**config.mk**
```make
export PLATFORM = sky130hd
export DESIGN_NAME = rtc_secure_regs
export DESIGN_NICKNAME = d
export VERILOG_FILES = /design/src/rtl/rtc_sec_pkg.sv /design/src/rtl/rtc_sec_wr_engine.sv /design/src/rtl/rtc_sec_timekeeper.sv /design/src/rtl/rtc_sec_status_irq.sv /design/src/rtl/rtc_secure_regs.sv
export SDC_FILE = /design/constraint.sdc
export NUM_CORES = 1
export LEC_CHECK = 0
export BUFFER_PORTS_ARGS = -buffer_cell sky130_fd_sc_hd__buf_2
export CORE_MARGIN = 10
export CORE_UTILIZATION = 50
export DETAILED_ROUTE_END_ITERATION = 10
export GPL_TIMING_DRIVEN = 1
export MAX_ROUTING_LAYER = met4
export PLACE_DENSITY = 0.81
export SYNTH_ARGS = -nofsm -noshare
export SYNTH_HDL_FRONTEND = slang
export SYNTH_SLANG_ARGS = --single-unit
```
**constraint.sdc**
```tcl
create_clock -name clk_i -period 4.8 [get_ports clk_i]
set_clock_uncertainty 0.15 [all_clocks]
set_input_delay 0.96 -clock clk_i [delete_from_list [all_inputs] [get_ports clk_i]]
set_output_delay 0.96 -clock clk_i [all_outputs]
set_load 0.01 [all_outputs]
```
**src/rtl/rtc_sec_pkg.sv**
```systemverilog
package rtc_sec_pkg;

  localparam int unsigned WORD_W = 32;
  localparam int unsigned IDX_W  = 3;

  // Word index of each register; software depends on this order.
  typedef enum logic [IDX_W-1:0] {
    REG_SECS     = 3'd0,
    REG_FRAC     = 3'd1,
    REG_ALM_SECS = 3'd2,
    REG_ALM_FRAC = 3'd3,
    REG_CTRL     = 3'd4,
    REG_STAT     = 3'd5,
    REG_IEN      = 3'd6,
    REG_NONE     = 3'd7
  } reg_idx_e;

  localparam int unsigned CTRL_RUN_BIT = 3;

  localparam int unsigned ST_BUSY    = 10;
  localparam int unsigned ST_NEXT    = 9;
  localparam int unsigned ST_DONE    = 8;
  localparam int unsigned ST_ERR     = 7;
  localparam int unsigned ST_ALARM   = 4;
  localparam int unsigned ST_INVALID = 1;
  localparam int unsigned ST_VIOL    = 0;

  typedef struct packed {
    reg_idx_e            idx;
    logic [WORD_W-1:0]   data;
  } wr_cmd_t;

endpackage

```
**src/rtl/rtc_sec_wr_engine.sv**
```systemverilog
module rtc_sec_wr_engine
  import rtc_sec_pkg::*;
#(
  parameter int unsigned WAIT_CYCLES = 4
) (
  input  logic     clk_i,
  input  logic     rst_ni,
  input  logic     req_i,
  input  reg_idx_e idx_i,
  input  logic [WORD_W-1:0] data_i,
  output logic     busy_o,
  output logic     commit_o,
  output logic     reject_o,
  output wr_cmd_t  cmd_o
);

  localparam int unsigned CNT_W = (WAIT_CYCLES > 1) ? $clog2(WAIT_CYCLES) : 1;
  localparam logic [CNT_W-1:0] CNT_LAST = CNT_W'(WAIT_CYCLES - 1);

  logic             busy_q, busy_d;
  logic [CNT_W-1:0] cnt_q, cnt_d;
  wr_cmd_t          cmd_q, cmd_d;
  logic             accept;
  logic             commit;

  assign accept = req_i & ~busy_q;
  assign commit = busy_q & (cnt_q == '0);

  always_comb begin
    busy_d = busy_q;
    cnt_d  = cnt_q;
    cmd_d  = cmd_q;
    if (accept) begin
      busy_d     = 1'b1;
      cnt_d      = CNT_LAST;
      cmd_d.idx  = idx_i;
      cmd_d.data = data_i;
    end else if (commit) begin
      busy_d = 1'b0;
    end else if (busy_q) begin
      cnt_d = cnt_q - 1'b1;
    end
  end

  always_ff @(posedge clk_i or negedge rst_ni) begin
    if (!rst_ni) begin
      busy_q <= 1'b0;
      cnt_q  <= '0;
    end else begin
      busy_q <= busy_d;
      cnt_q  <= cnt_d;
    end
  end

  always_ff @(posedge clk_i or negedge rst_ni) begin
    if (!rst_ni) begin
      cmd_q <= '0;
    end else if (accept) begin
      cmd_q <= cmd_d;
    end
  end

  assign busy_o   = busy_q;
  assign commit_o = commit;
  assign reject_o = req_i & busy_q;
  assign cmd_o    = cmd_q;

  assert_busy_after_accept_R2: assert property (@(posedge clk_i) disable iff (!rst_ni)
    accept |=> busy_o);

  assert_commit_ends_busy_R2: assert property (@(posedge clk_i) disable iff (!rst_ni)
    commit_o |=> !busy_o);

  assert_cmd_held_R3: assert property (@(posedge clk_i) disable iff (!rst_ni)
    (busy_o && !commit_o) |=> $stable(cmd_o));

  assert_reject_needs_busy_R3: assert property (@(posedge clk_i) disable iff (!rst_ni)
    reject_o |-> busy_o);

endmodule

```
**src/rtl/rtc_sec_timekeeper.sv**
```systemverilog
module rtc_sec_timekeeper
  import rtc_sec_pkg::*;
#(
  parameter int unsigned FRAC_W = 15
) (
  input  logic              clk_i,
  input  logic              rst_ni,
  input  logic              tick_i,
  input  logic              commit_i,
  input  wr_cmd_t           cmd_i,
  output logic [WORD_W-1:0] secs_o,
  output logic [FRAC_W-1:0] frac_o,
  output logic [WORD_W-1:0] alm_secs_o,
  output logic [FRAC_W-1:0] alm_frac_o,
  output logic              run_en_o,
  output logic              alarm_hit_o
);

  localparam logic [FRAC_W-1:0] FRAC_MAX = '1;
  localparam logic [WORD_W-1:0] NO_ALARM = '1;

  logic [WORD_W-1:0] secs_q, secs_d;
  logic [FRAC_W-1:0] frac_q, frac_d;
  logic [WORD_W-1:0] alm_secs_q;
  logic [FRAC_W-1:0] alm_frac_q;
  logic              run_en_q;
  logic              secs_seen_q;

  logic wr_secs, wr_frac, wr_alm_secs, wr_alm_frac, wr_ctrl, wr_cnt;
  logic running, step, carry;

  assign wr_secs     = commit_i & (cmd_i.idx == REG_SECS);
  assign wr_frac     = commit_i & (cmd_i.idx == REG_FRAC);
  assign wr_alm_secs = commit_i & (cmd_i.idx == REG_ALM_SECS);
  assign wr_alm_frac = commit_i & (cmd_i.idx == REG_ALM_FRAC);
  assign wr_ctrl     = commit_i & (cmd_i.idx == REG_CTRL);
  assign wr_cnt      = wr_secs | wr_frac;

  assign running = run_en_q & secs_seen_q;
  assign step    = running & tick_i & ~wr_cnt;
  assign carry   = step & (frac_q == FRAC_MAX);

  // Counter next state: a committed write to either word owns the cycle.
  always_comb begin
    secs_d = secs_q;
    frac_d = frac_q;
    if (wr_secs) begin
      secs_d = cmd_i.data;
    end else if (wr_frac) begin
      frac_d = cmd_i.data[FRAC_W-1:0];
    end else if (step) begin
      frac_d = frac_q + 1'b1;
      if (carry) begin
        secs_d = secs_q + 1'b1;
      end
    end
  end

  always_ff @(posedge clk_i or negedge rst_ni) begin
    if (!rst_ni) begin
      secs_q <= '0;
      frac_q <= '0;
    end else begin
      secs_q <= secs_d;
      frac_q <= frac_d;
    end
  end

  always_ff @(posedge clk_i or negedge rst_ni) begin
    if (!rst_ni) begin
      secs_seen_q <= 1'b0;
    end else if (wr_secs) begin
      secs_seen_q <= 1'b1;
    end
  end

  always_ff @(posedge clk_i or negedge rst_ni) begin
    if (!rst_ni) begin
      alm_secs_q <= NO_ALARM;
    end else if (wr_alm_secs) begin
      alm_secs_q <= cmd_i.data;
    end
  end

  always_ff @(posedge clk_i or negedge rst_ni) begin
    if (!rst_ni) begin
      alm_frac_q <= FRAC_MAX;
    end else if (wr_alm_frac) begin
      alm_frac_q <= cmd_i.data[FRAC_W-1:0];
    end
  end

  always_ff @(posedge clk_i or negedge rst_ni) begin
    if (!rst_ni) begin
      run_en_q <= 1'b0;
    end else if (wr_ctrl) begin
      run_en_q <= cmd_i.data[CTRL_RUN_BIT];
    end
  end

  assign alarm_hit_o = (alm_secs_q != NO_ALARM) &&
                       (secs_q == alm_secs_q) && (frac_q == alm_frac_q);

  assign secs_o     = secs_q;
  assign frac_o     = frac_q;
  assign alm_secs_o = alm_secs_q;
  assign alm_frac_o = alm_frac_q;
  assign run_en_o   = run_en_q;

  assert_hold_when_off_R6: assert property (@(posedge clk_i) disable iff (!rst_ni)
    (!run_en_q && !wr_cnt) |=> ($stable(secs_q) && $stable(frac_q)));

  assert_frozen_unwritten_R7: assert property (@(posedge clk_i) disable iff (!rst_ni)
    (!secs_seen_q && !wr_cnt) |=> $stable(frac_q));

  assert_wrap_carry_R8: assert property (@(posedge clk_i) disable iff (!rst_ni)
    (running && tick_i && !wr_cnt && frac_q == FRAC_MAX) |=>
      (frac_q == '0 && secs_q == $past(secs_q) + 1'b1));

endmodule

```
**src/rtl/rtc_sec_status_irq.sv**
```systemverilog
module rtc_sec_status_irq
  import rtc_sec_pkg::*;
(
  input  logic              clk_i,
  input  logic              rst_ni,
  input  logic              busy_i,
  input  logic              commit_i,
  input  wr_cmd_t           cmd_i,
  input  logic              reject_i,
  input  logic              alarm_hit_i,
  input  logic              viol_i,
  output logic [WORD_W-1:0] status_o,
  output logic [WORD_W-1:0] ien_o,
  output logic              irq_o
);

  logic done_q, done_d;
  logic err_q, err_d;
  logic alarm_q, alarm_d;
  logic inval_q, inval_d;
  logic viol_q, viol_d;
  logic ien_next_q, ien_done_q, ien_err_q, ien_alarm_q;

  logic              wr_stat, wr_ien, clr_both, next_flag;
  logic [WORD_W-1:0] clr;

  assign wr_stat   = commit_i & (cmd_i.idx == REG_STAT);
  assign wr_ien    = commit_i & (cmd_i.idx == REG_IEN);
  assign clr       = wr_stat ? cmd_i.data : '0;
  assign clr_both  = clr[ST_INVALID] & clr[ST_VIOL];
  assign next_flag = ~busy_i;

  // Event sets take priority over a same-cycle clear, except that a status
  // write's own completion can be cleared by its own data.
  always_comb begin
    done_d  = (done_q | commit_i) & ~clr[ST_DONE];
    err_d   = (err_q & ~clr[ST_ERR]) | reject_i;
    alarm_d = (alarm_q & ~clr[ST_ALARM]) | alarm_hit_i;
    inval_d = (inval_q & ~clr_both) | viol_i;
    viol_d  = (viol_q & ~clr[ST_VIOL]) | viol_i;
  end

  always_ff @(posedge clk_i or negedge rst_ni) begin
    if (!rst_ni) begin
      done_q  <= 1'b0;
      err_q   <= 1'b0;
      alarm_q <= 1'b0;
      inval_q <= 1'b1;
      viol_q  <= 1'b0;
    end else begin
      done_q  <= done_d;
      err_q   <= err_d;
      alarm_q <= alarm_d;
      inval_q <= inval_d;
      viol_q  <= viol_d;
    end
  end

  always_ff @(posedge clk_i or negedge rst_ni) begin
    if (!rst_ni) begin
      ien_next_q  <= 1'b0;
      ien_done_q  <= 1'b0;
      ien_err_q   <= 1'b0;
      ien_alarm_q <= 1'b0;
    end else if (wr_ien) begin
      ien_next_q  <= cmd_i.data[ST_NEXT];
      ien_done_q  <= cmd_i.data[ST_DONE];
      ien_err_q   <= cmd_i.data[ST_ERR];
      ien_alarm_q <= cmd_i.data[ST_ALARM];
    end
  end

  always_comb begin
    status_o             = '0;
    status_o[ST_BUSY]    = busy_i;
    status_o[ST_NEXT]    = next_flag;
    status_o[ST_DONE]    = done_q;
    status_o[ST_ERR]     = err_q;
    status_o[ST_ALARM]   = alarm_q;
    status_o[ST_INVALID] = inval_q;
    status_o[ST_VIOL]    = viol_q;
  end

  always_comb begin
    ien_o           = '0;
    ien_o[ST_NEXT]  = ien_next_q;
    ien_o[ST_DONE]  = ien_done_q;
    ien_o[ST_ERR]   = ien_err_q;
    ien_o[ST_ALARM] = ien_alarm_q;
  end

  assign irq_o = (next_flag & ien_next_q) | (done_q & ien_done_q) |
                 (err_q & ien_err_q) | (alarm_q & ien_alarm_q);

  assert_err_on_reject_R3: assert property (@(posedge clk_i) disable iff (!rst_ni)
    reject_i |=> err_q);

  assert_invalid_clear_R5: assert property (@(posedge clk_i) disable iff (!rst_ni)
    $fell(inval_q) |-> $past(commit_i && cmd_i.idx == REG_STAT &&
                             cmd_i.data[ST_INVALID] && cmd_i.data[ST_VIOL]));

  assert_alarm_source_R9: assert property (@(posedge clk_i) disable iff (!rst_ni)
    $rose(alarm_q) |-> $past(alarm_hit_i));

  assert_viol_sets_R11: assert property (@(posedge clk_i) disable iff (!rst_ni)
    viol_i |=> (viol_q && inval_q));

endmodule

```
**src/rtl/rtc_secure_regs.sv**
```systemverilog
module rtc_secure_regs
  import rtc_sec_pkg::*;
#(
  parameter int unsigned FRAC_W      = 15,
  parameter int unsigned WAIT_CYCLES = 4,
  parameter int unsigned SYNC_STAGES = 2
) (
  input  logic              clk_i,
  input  logic              rst_ni,
  input  logic              tick_i,
  input  logic              viol_i,
  input  logic              req_valid_i,
  input  logic              req_write_i,
  input  logic [IDX_W-1:0]  req_addr_i,
  input  logic [WORD_W-1:0] req_wdata_i,
  output logic [WORD_W-1:0] rdata_o,
  output logic              irq_o
);

  localparam int unsigned SYNC_N = (SYNC_STAGES < 2) ? 2 : SYNC_STAGES;

  logic [SYNC_N-1:0] rst_sync_q;
  logic              rst_n;

  always_ff @(posedge clk_i or negedge rst_ni) begin
    if (!rst_ni) begin
      rst_sync_q <= '0;
    end else begin
      rst_sync_q <= {rst_sync_q[SYNC_N-2:0], 1'b1};
    end
  end

  assign rst_n = rst_sync_q[SYNC_N-1];

  reg_idx_e          req_idx;
  logic              wr_req;
  logic              busy, commit, reject;
  wr_cmd_t           cmd;
  logic [WORD_W-1:0] secs, alm_secs, status_word, ien_word;
  logic [FRAC_W-1:0] frac, alm_frac;
  logic              run_en, alarm_hit;

  assign req_idx = reg_idx_e'(req_addr_i);
  assign wr_req  = req_valid_i & req_write_i;

  rtc_sec_wr_engine #(
    .WAIT_CYCLES (WAIT_CYCLES)
  ) u_wr_engine (
    .clk_i    (clk_i),
    .rst_ni   (rst_n),
    .req_i    (wr_req),
    .idx_i    (req_idx),
    .data_i   (req_wdata_i),
    .busy_o   (busy),
    .commit_o (commit),
    .reject_o (reject),
    .cmd_o    (cmd)
  );

  rtc_sec_timekeeper #(
    .FRAC_W (FRAC_W)
  ) u_timekeeper (
    .clk_i       (clk_i),
    .rst_ni      (rst_n),
    .tick_i      (tick_i),
    .commit_i    (commit),
    .cmd_i       (cmd),
    .secs_o      (secs),
    .frac_o      (frac),
    .alm_secs_o  (alm_secs),
    .alm_frac_o  (alm_frac),
    .run_en_o    (run_en),
    .alarm_hit_o (alarm_hit)
  );

  rtc_sec_status_irq u_status_irq (
    .clk_i       (clk_i),
    .rst_ni      (rst_n),
    .busy_i      (busy),
    .commit_i    (commit),
    .cmd_i       (cmd),
    .reject_i    (reject),
    .alarm_hit_i (alarm_hit),
    .viol_i      (viol_i),
    .status_o    (status_word),
    .ien_o       (ien_word),
    .irq_o       (irq_o)
  );

  always_comb begin
    rdata_o = '0;
    unique case (req_idx)
      REG_SECS:     rdata_o = secs;
      REG_FRAC:     rdata_o = WORD_W'(frac);
      REG_ALM_SECS: rdata_o = alm_secs;
      REG_ALM_FRAC: rdata_o = WORD_W'(alm_frac);
      REG_CTRL:     rdata_o[CTRL_RUN_BIT] = run_en;
      REG_STAT:     rdata_o = status_word;
      REG_IEN:      rdata_o = ien_word;
      REG_NONE:     rdata_o = '0;
      default:      rdata_o = '0;
    endcase
  end

  assert_write_next_R2: assert property (@(posedge clk_i) disable iff (!rst_n)
    status_word[ST_NEXT] != status_word[ST_BUSY]);

endmodule

```
==> reports/summary.txt <==
=================================================================================================
Run status                                                                           complete, no violations
Inserted Clock Buffers                                                                         17
Post-synthesis area per instance                                                       10.7 sq um
Number of distinct library cell variants in the gate-level netlist after synthesis             59
Post-detailed-route via-to-cell ratio                                                        6.10
Fraction of the yosys area taken by sequential cells                                        46.2%
Worst endpoint required time                                                              3.69 ns
Placeable core region                                                                 15800 sq um
Post-route antenna net violation count                                                          0
Final Instance Count excl. Fillers                                                           1030
Filler instances                                                                             1362
Register bit total from synthesis                                                             145
R2R Setup Slk                                                                             1.72 ns
TritonCTS clock tree                                                                          yes
RSZ-0062 raised after global routing                                                        false
Static power due to leakage                                                               3.74 nW
DIE HEIGHT                                                                                 146 um
Min Clock Period, post-route                                                              3.77 ns
Arrival time at the worst endpoint                                                        2.66 ns
Mapped cell area                                                                       7990 sq um
Tcrit/Tclk final                                                                            78.5%
Worst-path clk slew                                                                       0.06 ns
Count of input and output buffers                                                              73
Largest fanout on the critical path                                                            24
Final-layout setup total negative slack                                                      0 ns
Hold/Removal Path Class                                                                  in2async
Achievable frequency                                                                    0.265 GHz
# DRC                                                                                           0
Largest net degree at the start of global routing                                              85
Post-Synthesis Net Count                                                                      792
Post-layout nets                                                                              844
Estimated wirelength of the detail-placed design                                         15300 um
Leading register cell type out of synthesis                                               dfrtp_1
Number of maximum-capacitance constraint violations                                             0
Clk sink count                                                                                145
Total length of routed wires                                                             21700 um
Placer Congestion                                                                           0.936
Htree depth                                                                                     4
Launch instance of the worst register-to-register path                               u_timekeeper.frac_o[0]$_DFFE_PN0P_
Number of antenna violations at the first check in global routing                               1
Biggest area contributors in the synthesized netlist                                 dfrtp_1, dfstp_2, mux2_2
Vias in the first global route                                                               5985
Slew at the pin closest to its max-slew limit                                             1.17 ns
Hold Worst Slack                                                                         0.144 ns
Final setup violation count                                                                     0
Post-synthesis cell count                                                                     748
Critical path launch point type                                                      primary input
Path type of the worst setup path                                                          in2out
Share of final-layout standard cells stronger than drive strength 1                         33.7%
Aggregate global routing overflow                                                               0
Deepest clock path buffer count                                                                 2
Count of instances resized after the clock tree is built                                        0
I/O pin count                                                                                  74
Worst-skew pair later-pin latency                                                         0.44 ns
Total cell area at the placement stage                                                 8500 sq um
Die Width                                                                                  146 um
Overall fraction of global-route tracks in use                                              20.8%
Core utilization of the finished layout                                                     57.9%
Post-route cell area                                                                   9130 sq um
Die Outline Area                                                                      21400 sq um
Endpoint type of the worst setup path                                                primary output
Relative area change from synthesis to final layout                                         14.2%
Count of yosys warnings during synthesis                                                        0
Crit Reg-Reg Endpoint                                                                u_timekeeper.secs_o[28]$_DFFE_PN0P_
Slew Limit Fails                                                                                0
Average routed wire per standard cell                                                     21.1 um
Vias                                                                                         6283
Combined area of the multi-input logic cells                                           4040 sq um
Power density of the placed cells                                                     618 nW/um^2
Share of async-settable or async-resettable flops after synthesis                            100%
Number of enable-type register cells in the synthesized netlist                                 0
Cell count of the worst reg-to-reg path                                                         6
Register area                                                                          3690 sq um
Share of Yosys cell area claimed by the top area cell type                                  30.4%
First-pass iteration count of the detailed router                                               5
Post-cts hold buffer count                                                                      0
Max-slew headroom at the worst pin                                                          21.8%
Max VDD drop                                                                             0.267 mV
Clk root buf                                                                            clkbuf_16
Initial DRC Count                                                                             689
Yosys top cell by area                                                                    dfrtp_1
Wire length of the first global-routing pass                                             34500 um
Number of cell rows                                                                            46
Post CTS Setup Buffer Count                                                                     0
Final hold viol count                                                                           0
Starting density of the core                                                                50.7%
Number of instances in the placed design                                                      997
=================================================================================================
## logic make-up (layout without fill, tap and decap cells)
logic type | Yosys count | count (layout) | synth area share, %
AO/OA/AOI/OAI | 147 | 147 | 12.2
XOR/XNOR | 56 | 56 | 6.14
buffers and inverters | 65 | 130 | 3.43
AND/OR/NAND/NOR | 228 | 228 | 15.6
multiplexers | 103 | 103 | 16.0
adder cells (fa/ha/maj) | 3 | 3 | 0.470
flip-flops | 145 | 145 | 46.2
other | 1 | 2 | 0.0469
## flip-flops by register name (all words and copies together) (netlist names)
register                  flops
u_status_irq.alarm_q          1
u_timekeeper.alm_secs_o      32
u_status_irq.inval_q          1
u_wr_engine.cmd_o            35
u_status_irq.ien_alarm_q      1
u_timekeeper.secs_o          32
u_wr_engine.cnt_q             2
u_timekeeper.frac_o          15
u_timekeeper.secs_seen_q      1
rst_sync_q                    2
u_wr_engine.busy_o            1
u_status_irq.ien_err_q        1
u_status_irq.ien_next_q       1
u_status_irq.err_q            1
u_timekeeper.alm_frac_o      15
u_status_irq.done_q           1
u_status_irq.viol_q           1
u_timekeeper.run_en_o         1
u_status_irq.ien_done_q       1
## worst max-delay path, cell delays in order
cell and delay [ns]:
buf_2 0.28, nor3_2 0.99, a22o_1 0.28, buf_2 0.13
## synthesized netlist by cell type (4+ instances only)
| cell type | instances |
|---|---|
| a22o_1 | 21 |
| o31a_1 | 4 |
| o31ai_1 | 10 |
| clkbuf_1 | 32 |
| nand2b_1 | 5 |
| inv_1 | 17 |
| dfrtp_1 | 97 |
| mux4_2 | 11 |
| nor2_1 | 45 |
| or4_1 | 12 |
| xor2_1 | 22 |
| nand4_1 | 26 |
| nand2_1 | 55 |
| or3_1 | 13 |
| and3_1 | 6 |
| nor4_1 | 14 |
| a21oi_1 | 23 |
| xnor2_1 | 34 |
| buf_2 | 12 |
| nand3_1 | 18 |
| a22oi_1 | 5 |
| mux2i_1 | 6 |
| dfstp_2 | 48 |
| o22ai_1 | 7 |
| a31oi_1 | 22 |
| o21ai_0 | 37 |
| a2bb2oi_1 | 5 |
| nor2b_1 | 12 |
| mux2_2 | 86 |
## routing by layer
layer	share of wire (%)	up-vias	wire [um]	global-route usage, %
met4	1.7	0	374	6.21
met3	6.2	32	1360	4.05
met1	44	3137	9490	27.3
met2	48	244	10500	32.1
li1	-	2870	-	-
met5	0	-	0	-
## placed cells by master, fill, tap and decap left out, types with 4 or more instances in the layout
| cell | n |
|---|---|
| buf_4 | 7 |
| a31oi_1 | 22 |
| dfstp_2 | 48 |
| o31a_1 | 4 |
| mux2_2 | 86 |
| dfrtp_1 | 96 |
| inv_1 | 17 |
| a2bb2oi_1 | 5 |
| or3_1 | 13 |
| mux4_2 | 11 |
| nand2_1 | 55 |
| mux2i_1 | 6 |
| o22ai_1 | 7 |
| nor2_1 | 44 |
| clkbuf_16 | 17 |
| nand2b_1 | 5 |
| nand4_1 | 26 |
| a22oi_1 | 5 |
| o31ai_1 | 10 |
| a21oi_1 | 23 |
| nor2b_1 | 12 |
| clkinv_4 | 4 |
| and3_1 | 6 |
| nor4_1 | 14 |
| xnor2_1 | 34 |
| o21ai_0 | 37 |
| a22o_1 | 21 |
| buf_2 | 73 |
| nand3_1 | 17 |
| or4_1 | 12 |
| xor2_1 | 22 |
## layout make-up
class	count	area share, %
flip-flops and latches	145	40.5
diodes	1	0.0274
repair buffers	81	4.80
inverters	17	0.699
clock inverters	14	1.99
multi-input cells	538	44.3
clock buffers	18	4.81
well taps	216	2.96
## where the power goes
group	switching [mW]	internal [mW]	total, mW
Sequential	0.855	1.85	2.71
Clock	0.548	0.838	1.39
Combinational	0.710	0.839	1.55
## stage by stage
| step | total power, mW | worst slack [ns] |
|---|---|---|
| after floorplan | 3.58 | 0.395 |
| after global placement | 4.17 | 1.08 |
| after detailed placement | 4.23 | 1.03 |
| final | 5.64 | 1.03 |
| after global routing | 5.93 | 0.901 |
| after CTS | 5.63 | 1.03 |
## how the worst max path moves through the flow
stage | slack (ns) | to | from | cells past startpoint
6_report | 1.03 | rdata_o[30] | req_addr_i[1] | 4
5_1_grt | 0.90 | rdata_o[22] | req_addr_i[1] | 4
4_1_cts | 1.03 | rdata_o[30] | req_addr_i[1] | 4
3_5_place_dp | 1.03 | rdata_o[30] | req_addr_i[1] | 4
3_3_place_gp | 1.08 | rdata_o[23] | req_addr_i[1] | 4
2_1_floorplan | 0.39 | u_status_irq.alarm_q$_DFF_PN0_ | rst_sync_q[1]$_DFF_PN0_ | 0
Note: power is estimated with default switching activity, not from simulation.
